[src/rtl/chan_tx_pkg.sv]
package chan_tx_pkg;
    typedef enum logic [2:0] {
        ST_IDLE,
        ST_HELD,
        ST_SEND,
        ST_DONE,
        ST_ABORT,
        ST_UNDER
    } ctl_state_t;
endpackage

[src/rtl/tx_loader.sv]
module tx_loader #(
    parameter int WORD_W = 8
) (
    input  logic              clk,
    input  logic              rst_n,
    input  logic              clr,
    input  logic              ld_valid,
    input  logic              ld_bit,
    output logic              word_done,
    output logic [WORD_W-1:0] word
);
    localparam int CW = $clog2(WORD_W + 1);

    logic [WORD_W-2:0] part_q;
    logic [CW-1:0]     cnt_q;

    assign word      = {part_q, ld_bit};
    assign word_done = ld_valid && (cnt_q == CW'(WORD_W - 1));

    always_ff @(posedge clk or negedge rst_n) begin
        if (!rst_n) begin
            part_q <= '0;
            cnt_q  <= '0;
        end else if (clr) begin
            cnt_q  <= '0;
        end else if (ld_valid) begin
            part_q <= word[WORD_W-2:0];
            cnt_q  <= word_done ? '0 : cnt_q + 1'b1;
        end
    end
endmodule

[src/rtl/tx_bitcnt.sv]
module tx_bitcnt #(
    parameter int EARLY_BITS = 56,
    parameter int LATE_BITS  = 104
) (
    input  logic clk,
    input  logic rst_n,
    input  logic clr,
    input  logic adv,
    output logic in_early,
    output logic past_late
);
    localparam int CNT_MAX = LATE_BITS + 1;
    localparam int CW      = $clog2(CNT_MAX + 1);

    logic [CW-1:0] cnt_q;

    always_ff @(posedge clk or negedge rst_n) begin
        if (!rst_n) begin
            cnt_q <= '0;
        end else if (clr) begin
            cnt_q <= '0;
        end else if (adv && cnt_q != CW'(CNT_MAX)) begin
            cnt_q <= cnt_q + 1'b1;
        end
    end

    assign in_early  = cnt_q < CW'(EARLY_BITS);
    assign past_late = cnt_q >= CW'(LATE_BITS);
endmodule

[src/rtl/chan_tx_ctrl.sv]
module chan_tx_ctrl
    import chan_tx_pkg::*;
#(
    parameter int WORD_W     = 8,
    parameter int EARLY_BITS = 56,
    parameter int LATE_BITS  = 104
) (
    input  logic clk,
    input  logic rst_n,
    input  logic txrst,
    input  logic abort_en,
    input  logic hold,
    input  logic ld_valid,
    input  logic ld_bit,
    input  logic ld_end,
    input  logic bit_stb,
    input  logic busy,
    input  logic en_sense,
    output logic tx_data,
    output logic en_pull_oe,
    output logic in_prog,
    output logic aborted,
    output logic underrun,
    output logic buf_empty
);
    localparam int IW = $clog2(WORD_W + 1);

    ctl_state_t state_q, state_d;

    logic [WORD_W-1:0] sh_q, buf_q, word;
    logic [IW-1:0]     bidx_q;
    logic              cur_end_q, buf_end_q, buf_full_q;
    logic              word_done, in_early, past_late;
    logic              abort_now, step, word_last;

    tx_loader #(.WORD_W(WORD_W)) u_loader (
        .clk       (clk),
        .rst_n     (rst_n),
        .clr       (txrst),
        .ld_valid  (ld_valid),
        .ld_bit    (ld_bit),
        .word_done (word_done),
        .word      (word)
    );

    tx_bitcnt #(.EARLY_BITS(EARLY_BITS), .LATE_BITS(LATE_BITS)) u_bitcnt (
        .clk       (clk),
        .rst_n     (rst_n),
        .clr       (txrst),
        .adv       (step),
        .in_early  (in_early),
        .past_late (past_late)
    );

    // Abort windows: busy too early, or idle persisting too long.
    assign abort_now = abort_en && (state_q == ST_SEND) &&
                       ((busy && in_early) || (!busy && past_late));
    assign step      = bit_stb && en_sense && (state_q == ST_SEND) && !abort_now;
    assign word_last = step && (bidx_q == IW'(WORD_W - 1));

    // Next-state logic
    always_comb begin
        state_d = state_q;
        unique case (state_q)
            ST_IDLE:  if (word_done) state_d = hold ? ST_HELD : ST_SEND;
            ST_HELD:  if (!hold) state_d = ST_SEND;
            ST_SEND: begin
                if (abort_now)                    state_d = ST_ABORT;
                else if (word_last && !buf_full_q) state_d = cur_end_q ? ST_DONE : ST_UNDER;
            end
            ST_DONE, ST_ABORT, ST_UNDER: state_d = state_q;
            default: state_d = ST_IDLE;
        endcase
    end

    // State register
    always_ff @(posedge clk or negedge rst_n) begin
        if (!rst_n)     state_q <= ST_IDLE;
        else if (txrst) state_q <= ST_IDLE;
        else            state_q <= state_d;
    end

    // Shifter and word buffer
    always_ff @(posedge clk or negedge rst_n) begin
        if (!rst_n) begin
            sh_q       <= '0;
            bidx_q     <= '0;
            cur_end_q  <= 1'b0;
            buf_q      <= '0;
            buf_end_q  <= 1'b0;
            buf_full_q <= 1'b0;
        end else if (txrst) begin
            bidx_q     <= '0;
            cur_end_q  <= 1'b0;
            buf_full_q <= 1'b0;
        end else begin
            if (state_q == ST_IDLE && word_done) begin
                sh_q      <= word;
                cur_end_q <= ld_end;
                bidx_q    <= '0;
            end else if (word_last && buf_full_q) begin
                sh_q      <= buf_q;
                cur_end_q <= buf_end_q;
                bidx_q    <= '0;
            end else if (step) begin
                sh_q   <= {sh_q[WORD_W-2:0], 1'b0};
                bidx_q <= bidx_q + 1'b1;
            end

            if (word_done && !buf_full_q &&
                (state_q == ST_SEND || state_q == ST_HELD)) begin
                buf_q      <= word;
                buf_end_q  <= ld_end;
                buf_full_q <= 1'b1;
            end else if (word_last && buf_full_q) begin
                buf_full_q <= 1'b0;
            end
        end
    end

    // Outputs
    always_comb begin
        tx_data    = (state_q == ST_SEND) && sh_q[WORD_W-1];
        en_pull_oe = abort_en && (abort_now || state_q == ST_ABORT);
        in_prog    = (state_q == ST_SEND) || (state_q == ST_UNDER);
        aborted    = (state_q == ST_ABORT);
        underrun   = (state_q == ST_UNDER);
        buf_empty  = !buf_full_q;
    end
endmodule


[config.mk]
export PLATFORM = sky130hd
export DESIGN_NAME = chan_tx_ctrl
export DESIGN_NICKNAME = d
export VERILOG_FILES = /design/src/rtl/chan_tx_pkg.sv /design/src/rtl/tx_loader.sv /design/src/rtl/tx_bitcnt.sv /design/src/rtl/chan_tx_ctrl.sv
export SDC_FILE = /design/constraint.sdc
export NUM_CORES = 1
export LEC_CHECK = 0
export CAP_MARGIN = 15
export CELL_PAD_IN_SITES_DETAIL_PLACEMENT = 1
export CELL_PAD_IN_SITES_GLOBAL_PLACEMENT = 2
export CORE_UTILIZATION = 41
export CTS_BUF_LIST = sky130_fd_sc_hd__clkbuf_16
export DETAILED_ROUTE_END_ITERATION = 8
export MAX_ROUTING_LAYER = met4
export PLACE_DENSITY = 0.83
export SLEW_MARGIN = 15
export SYNTH_ARGS = -nofsm -noshare
export SYNTH_HDL_FRONTEND = slang
export SYNTH_SLANG_ARGS = --single-unit
[constraint.sdc]
create_clock -name clk -period 3.7 [get_ports clk]
set_input_delay 0.555 -clock clk [delete_from_list [all_inputs] [get_ports clk]]
set_output_delay 0.555 -clock clk [all_outputs]
set_load 0.01 [all_outputs]
==> qor.yml, run 1 <==
cts_sinks: 44
yosys-top-cells-area: "dfrtp_1 (44%), mux2_4 (5.4%), mux2_2 (4.0%), inv_1 (3.1%), a22o_1 (2.8%)"
synth_cell_type_count: 51
tns_ns: 0
tritoncts: "built"
rsz0062_at_grt: "no"
reg2reg_from: "u_loader.cnt_q[0]$_DFFE_PN0P_"
place_congestion: 0.7732
hpwl_mm: 4.023
fin_skew_ns: 0.004288
required_ns: 3.14
synth_edf_count: 0
fillers: 667
avgSynthCellArea_sq_um: 10.35
clk_pin_slew_worst_paths_ns: 0.06
antenna_found_initial: 0
h-tree-depth: 2
max-cap-violations: 0
fin_crit_ns: 2.881
synthArstFlopShare_pct: 100.0
worst_pin_slew_ns: 1.041
max_freq_mhz: 347.1
path_delay_family: "buffers and inverters"
synthMuxAreaShare_pct: 11.00
cp_num_buf_inv: 2
slew_headroom_pct: 30.57
die_width_um: 80.32
num_antenna_cells: 0
startpoint_type: "primary input"
yosys.area_share.adder_pct: 2.488
vias: 1850
cts_buffers: 5
io_buffer_count: 16
layout-drive-gt1-share_pct: 15.83
cts-root-buf: "clkbuf_16"
grt_pass1_vias: 1894
cpPeakStageDelay_ns: 0.56
drt_iter0_markers: 96
initial_core_util_pct: 42.48
synth_xor_area_share_pct: 3.483
cts_resized: 0
p_per_area_nw_per_um2: 365.4
worstPathCellList: "clkdlybuf4s50_1, nor2b_1, a22o_1, a21oi_1, nor3b_1, clkdlybuf4s50_1"
netlist_instances: 243
hold_viol_final: 0
finalMaxSlewViolations: 0
syn_to_final_growth_pct: 13.68
leakage_nw: 1.208
core_sq_um: 5921
arrival_ns: 2.33
ys_warn_count: 0
clockBufferDepth: 2
r2r_setup_slack_ns: 1.54
ys.flop_type: "dfrtp_1"
grt_max_degree: 45
grt_usage_pct: 20.74
setup_viol: 0
path_max_fanout: 3
synth_top_family_by_area: "simple AND/OR/NAND/NOR gates"
crit_path_frequent_cell: "clkdlybuf4s50_1"
dieArea_sq_um: 6451
crit-reg2reg-capture: "buf_q[2]$_DFFE_PN0P_"
fp-row-count: 28
overflow: 0
layout.nets: 274
routedWlPerCell_um: 16.99
layout.cells.non_filler: 334
ys_seq_elements: 44
synth_top_area_share_pct: 43.78
vdd_drop_max_mv: 0.2313
post_cts.repair.setup_buffers: 0
netlist_top_cells_count: "dfrtp_1 (44), inv_1 (21), nand2_1 (15), nor2_1 (15), o21ai_0 (13)"
end_kind: "output pin"
dr.pass1.iters: 4
synth_compound_area_share_pct: 13.68
grt_pass1_wl_mm: 9.770
ant_nets: 0
yosysSeqAreaShare_pct: 43.78
netlist_area_sq_um: 2515
power_mw: 1.045
drt-total-wl_mm: 5.673
routed_via_density: 5.539
r2r_cells: 4
whs_ns: 0.4502
remaining_drc_errors: 0
yosysTopAreaCell: "dfrtp_1"
syn-num-nets: 259
status: "finished clean"
post-place-cells: 326
holdBufCountCts: 0
synth-simple-area-share_pct: 19.75
place_area_sq_um: 2719
fin_crit_sh_pct: 77.87
hp-class: "primary input to async pin"
ios: 17
worstSetupPathType: "primary input to output pin"
clk_latency_ns: 0.28
die_y_um: 80.32
yosysMostFrequentCell: "dfrtp_1"
design_area_sq_um: 2859
cpMaxStageDelayCell: "clkdlybuf4s50_1"
## final cells by class
type                       instances  area, sq um  area share (%)
inverter                          21        78.83           2.757
clock buffer                       5        125.1           4.376
multi-input combinational        167         1267           44.33
sequential                        44         1101           38.51
tap                               75        93.84           3.282
timing repair buffer              19        177.7           6.214
clock inverter                     3        15.01          0.5252
## registers in the layout, summed over array words and instances, names as in the netlist
signal	flops
u_loader.cnt_q	4
sh_q	8
state_q	3
buf_end_q	1
buf_q	8
cur_end_q	1
bidx_q	4
buf_full_q	1
u_loader.part_q	7
u_bitcnt.cnt_q	7
## cells in the final DEF (no fill, tap or decap), types with 3 or more instances in the layout
| cell | count |
|---|---|
| mux2_2 | 9 |
| clkbuf_16 | 5 |
| xnor2_1 | 8 |
| and2_1 | 3 |
| mux2_4 | 9 |
| buf_4 | 3 |
| o221ai_1 | 7 |
| dfrtp_1 | 44 |
| mux2i_1 | 4 |
| nor2b_1 | 4 |
| a22o_1 | 8 |
| ha_1 | 5 |
| inv_1 | 22 |
| nand3_1 | 5 |
| nor2_1 | 15 |
| nor3_1 | 7 |
| o21ai_0 | 13 |
| clkdlybuf4s50_1 | 15 |
| nand2_1 | 15 |
| a21oi_1 | 11 |
| nand4_1 | 4 |
## logic make-up (layout without fill, tap and decap cells)
group / count (synthesis) / after routing
AOI/OAI and AO/OA: 49 / 49
xor gates and xnor gates: 10 / 10
and+or+nand+nor: 81 / 81
buffers and inverters: 32 / 48
DFF: 44 / 44
adders and majority gates: 5 / 5
muxes: 22 / 22
## metal layers
layer | global-route usage (%) | up-vias | routed length [um]
li1 | - | 893 | -
met1 | 29.32 | 926 | 2860
met2 | 30.00 | 25 | 2568
met3 | 3.864 | 6 | 164
met4 | 6.429 | 0 | 79
met5 | - | - | 0
## power by group
part	total (mW)	internal (mW)	switching, mW
Clock	0.423	0.245	0.178
Sequential	0.545	0.512	0.0333
Combinational	0.0767	0.0407	0.0359
## through the flow
stage          worst slack, ns  utilization, %
2_1_floorplan            1.624               -
3_3_place_gp            0.8341           45.92
3_5_place_dp            0.8064           45.92
4_1_cts                 0.7960           48.29
5_1_grt                 0.6663           48.29
6_report                0.8190           48.29
## how the worst max path moves through the flow
stage | end | from | cells past startpoint | slack, ns
2_1_floorplan | en_pull_oe | abort_en | 5 | 1.62
3_3_place_gp | en_pull_oe | abort_en | 6 | 0.83
3_5_place_dp | en_pull_oe | abort_en | 6 | 0.81
4_1_cts | en_pull_oe | abort_en | 6 | 0.80
5_1_grt | en_pull_oe | abort_en | 6 | 0.67
6_report | en_pull_oe | abort_en | 6 | 0.82
## worst reg2reg max path: stages (launching register included)
cell and delay, ns:
dfrtp_1 0.38, ha_1 0.22, nand4b_1 0.21, or4_1 0.84, mux2_4 0.41
Note: power is estimated with default switching activity, not from simulation.
==> run 2, diff against run 1 <==
Settings changed: CORE_UTILIZATION 41 to 35, PLACE_DENSITY 0.83 to 0.76.
Clock period 3.7 ns to 2.5 ns, I/O delays scaled along.
==> run 2 against run 1 <==
Compared with the run above: first-iteration DRC count is 16% higher; global-route usage down 2.1 points; core utilization decreased by 4.4 points; die area is 17% higher; clock-buffer cell count stayed put.
==> qor.yml, run 2 (synthesis gave the netlist of run 1 again) <==
vias: 1895  # +2.4%
fp-row-count: 30  # +7.1%
leakage_nw: 1.300  # +7.6%
antenna_found_initial: 0  # unchanged
rsz0062_at_grt: "no"
crit_path_start: "state_q[2]$_DFFE_PN0P_"
die_y_um: 86.77  # +8.0%
max_freq_mhz: 440.8
clk_latency_ns: 0.29  # about the same
startpoint_type: "register"
required_ns: 2.12  # -1.02 ns
grt_pass1_wl_mm: 10.42  # +6.6%
crit-reg2reg-capture: "buf_q[6]$_DFFE_PN0P_"
fin_crit_sh_pct: 90.73
clockBufferDepth: 2  # unchanged
status: "finished clean"
die_width_um: 86.77  # +8.0%
grt_pass1_vias: 2042  # +7.8%
slew_headroom_pct: 61.23  # +31 points
reg_top3: "buf_q x8, sh_q x8"
clk_pin_slew_worst_paths_ns: 0.06  # about the same
finalMaxSlewViolations: 0  # unchanged
layout.nets: 286  # +4.4%
fin_crit_ns: 2.268
layout-drive-gt1-share_pct: 20.66  # +4.8 points
cts_buffers: 5  # unchanged
cp-endpoint: "in_prog"
ant_nets: 0  # unchanged
grt_max_degree: 45  # unchanged
hp-class: "primary input to async pin"
cts_sinks: 44  # unchanged
end_kind: "output pin"
routedWlPerCell_um: 16.42  # -3.3%
fillers: 801  # +20%
initial_core_util_pct: 36.61  # -5.9 points
layout_common_cells: "dfrtp_1 (44), inv_1 (21), nand2_1 (15), nor2_1 (15), buf_4 (15)"
core_sq_um: 6869  # +16%
tns_ns: 0  # unchanged
cts-root-buf: "clkbuf_16"
syn_to_final_growth_pct: 19.75
grt_usage_pct: 18.61  # -2.1 points
worst_pin_slew_ns: 0.5816  # -0.4598 ns
io_buffer_count: 16  # unchanged
hold_viol_final: 0  # unchanged
tritoncts: "built"
worstSetupPathType: "register to output pin"
dr.pass1.iters: 5  # +1
drt-total-wl_mm: 6.027  # +6.2%
r2r_setup_slack_ns: 0.48  # -1.06 ns
ios: 17  # unchanged
final_common_cell: "dfrtp_1"
hpwl_mm: 4.249  # +5.6%
dieArea_sq_um: 7528  # +17%
fin_skew_ns: 0.002986  # -0.001303 ns
setup_viol: 0  # unchanged
r2r_cells: 5  # +1
drt_iter0_markers: 111  # +16%
h-tree-depth: 2  # unchanged
path_max_fanout: 10  # +7
num_antenna_cells: 0  # unchanged
max-cap-violations: 0  # unchanged
vdd_drop_max_mv: 0.2785  # +20%
p_per_area_nw_per_um2: 563.0  # +54%
holdBufCountCts: 0  # unchanged
register_area_sq_um: 1101  # unchanged
layout.cells.non_filler: 367  # +9.9%
post-place-cells: 359  # +10%
remaining_drc_errors: 0  # unchanged
place_congestion: 0.7150  # -7.5%
reg2reg_from: "u_loader.cnt_q[0]$_DFFE_PN0P_"
arrival_ns: 1.89  # -0.44 ns
routed_via_density: 5.163  # -6.8%
multi_input_area_sq_um: 1270  # +0.20%
overflow: 0  # unchanged
[run 2: final cells by class]
type                            count  area share [%]
Inverter                           21           2.617
Multi-Input combinational cell    167           42.17
Sequential cell                    44           36.56
Clock buffer                        5           4.155
Timing Repair Buffer               31           8.974
Clock inverter                      3           1.537
Tap cell                           96           3.988
[run 2: how the worst min path moves through the flow]
stage | to | slack (ns) | cells past startpoint | start
final | sh_q[6]$_DFFE_PN0P_ | 0.16 | 2 | rst_n
after global routing | sh_q[6]$_DFFE_PN0P_ | 0.21 | 2 | rst_n
after CTS | sh_q[6]$_DFFE_PN0P_ | 0.20 | 2 | rst_n
after detailed placement | sh_q[7]$_DFFE_PN0P_ | 0.49 | 1 | sh_q[7]$_DFFE_PN0P_
after global placement | sh_q[7]$_DFFE_PN0P_ | 0.49 | 1 | sh_q[7]$_DFFE_PN0P_
after floorplan | bidx_q[0]$_DFFE_PN0P_ | 0.08 | 0 | rst_n
[run 2: stage by stage]
step / cell area, sq um / setup slack [ns] / power, mW / utilization [%] / hold slack [ns]
floorplan: 2515 / 0.7248 / 0.8735 / - / 0.07941
global placement: 2835 / 0.1172 / 0.9379 / 41.28 / 0.4851
detailed placement: 2835 / 0.04034 / 0.9460 / 41.28 / 0.4928
CTS: 3007 / 0.03103 / 1.714 / 43.77 / 0.1989
global route: 3012 / 0.1197 / 1.755 / 43.84 / 0.2118
finish: 3012 / 0.2316 / 1.696 / 43.84 / 0.1631
[run 2: report_power, final]
group / switching, mW / total [mW] / internal [mW]
Clock: 0.290 / 0.765 / 0.475
Sequential: 0.0484 / 0.806 / 0.757
Combinational: 0.0565 / 0.125 / 0.0686
[run 2: metal layers]
metal  vias to the layer above  global-route usage, %  part of all wire [%]
met5                         -                      -                     0
met4                         0                  5.000                   1.2
met3                         6                  3.238                   2.6
met2                        23                  29.44                    46
met1                       954                  24.71                    50
li1                        912                      -                     -
[run 2: timing repair]
item / 4_1_cts / 5_1_grt
gates resized for setup: 0 / 2
hold endpoints to repair: 0 / 0
setup endpoints to repair: 0 / 1
setup buffers: 0 / 0
[run 2: critical path, stage by stage (launching register included)]
cell and delay (ns):
dfrtp_1 0.49, nor2b_1 0.19, and2_1 0.18, or2_2 0.26, clkdlybuf4s50_1 0.48
==> run 3, diff against run 2 <==
Settings changed: TNS_END_PERCENT set to 50.
==> results of run 3 <==
Final layout, timing and power as in run 2 (identical DEF).
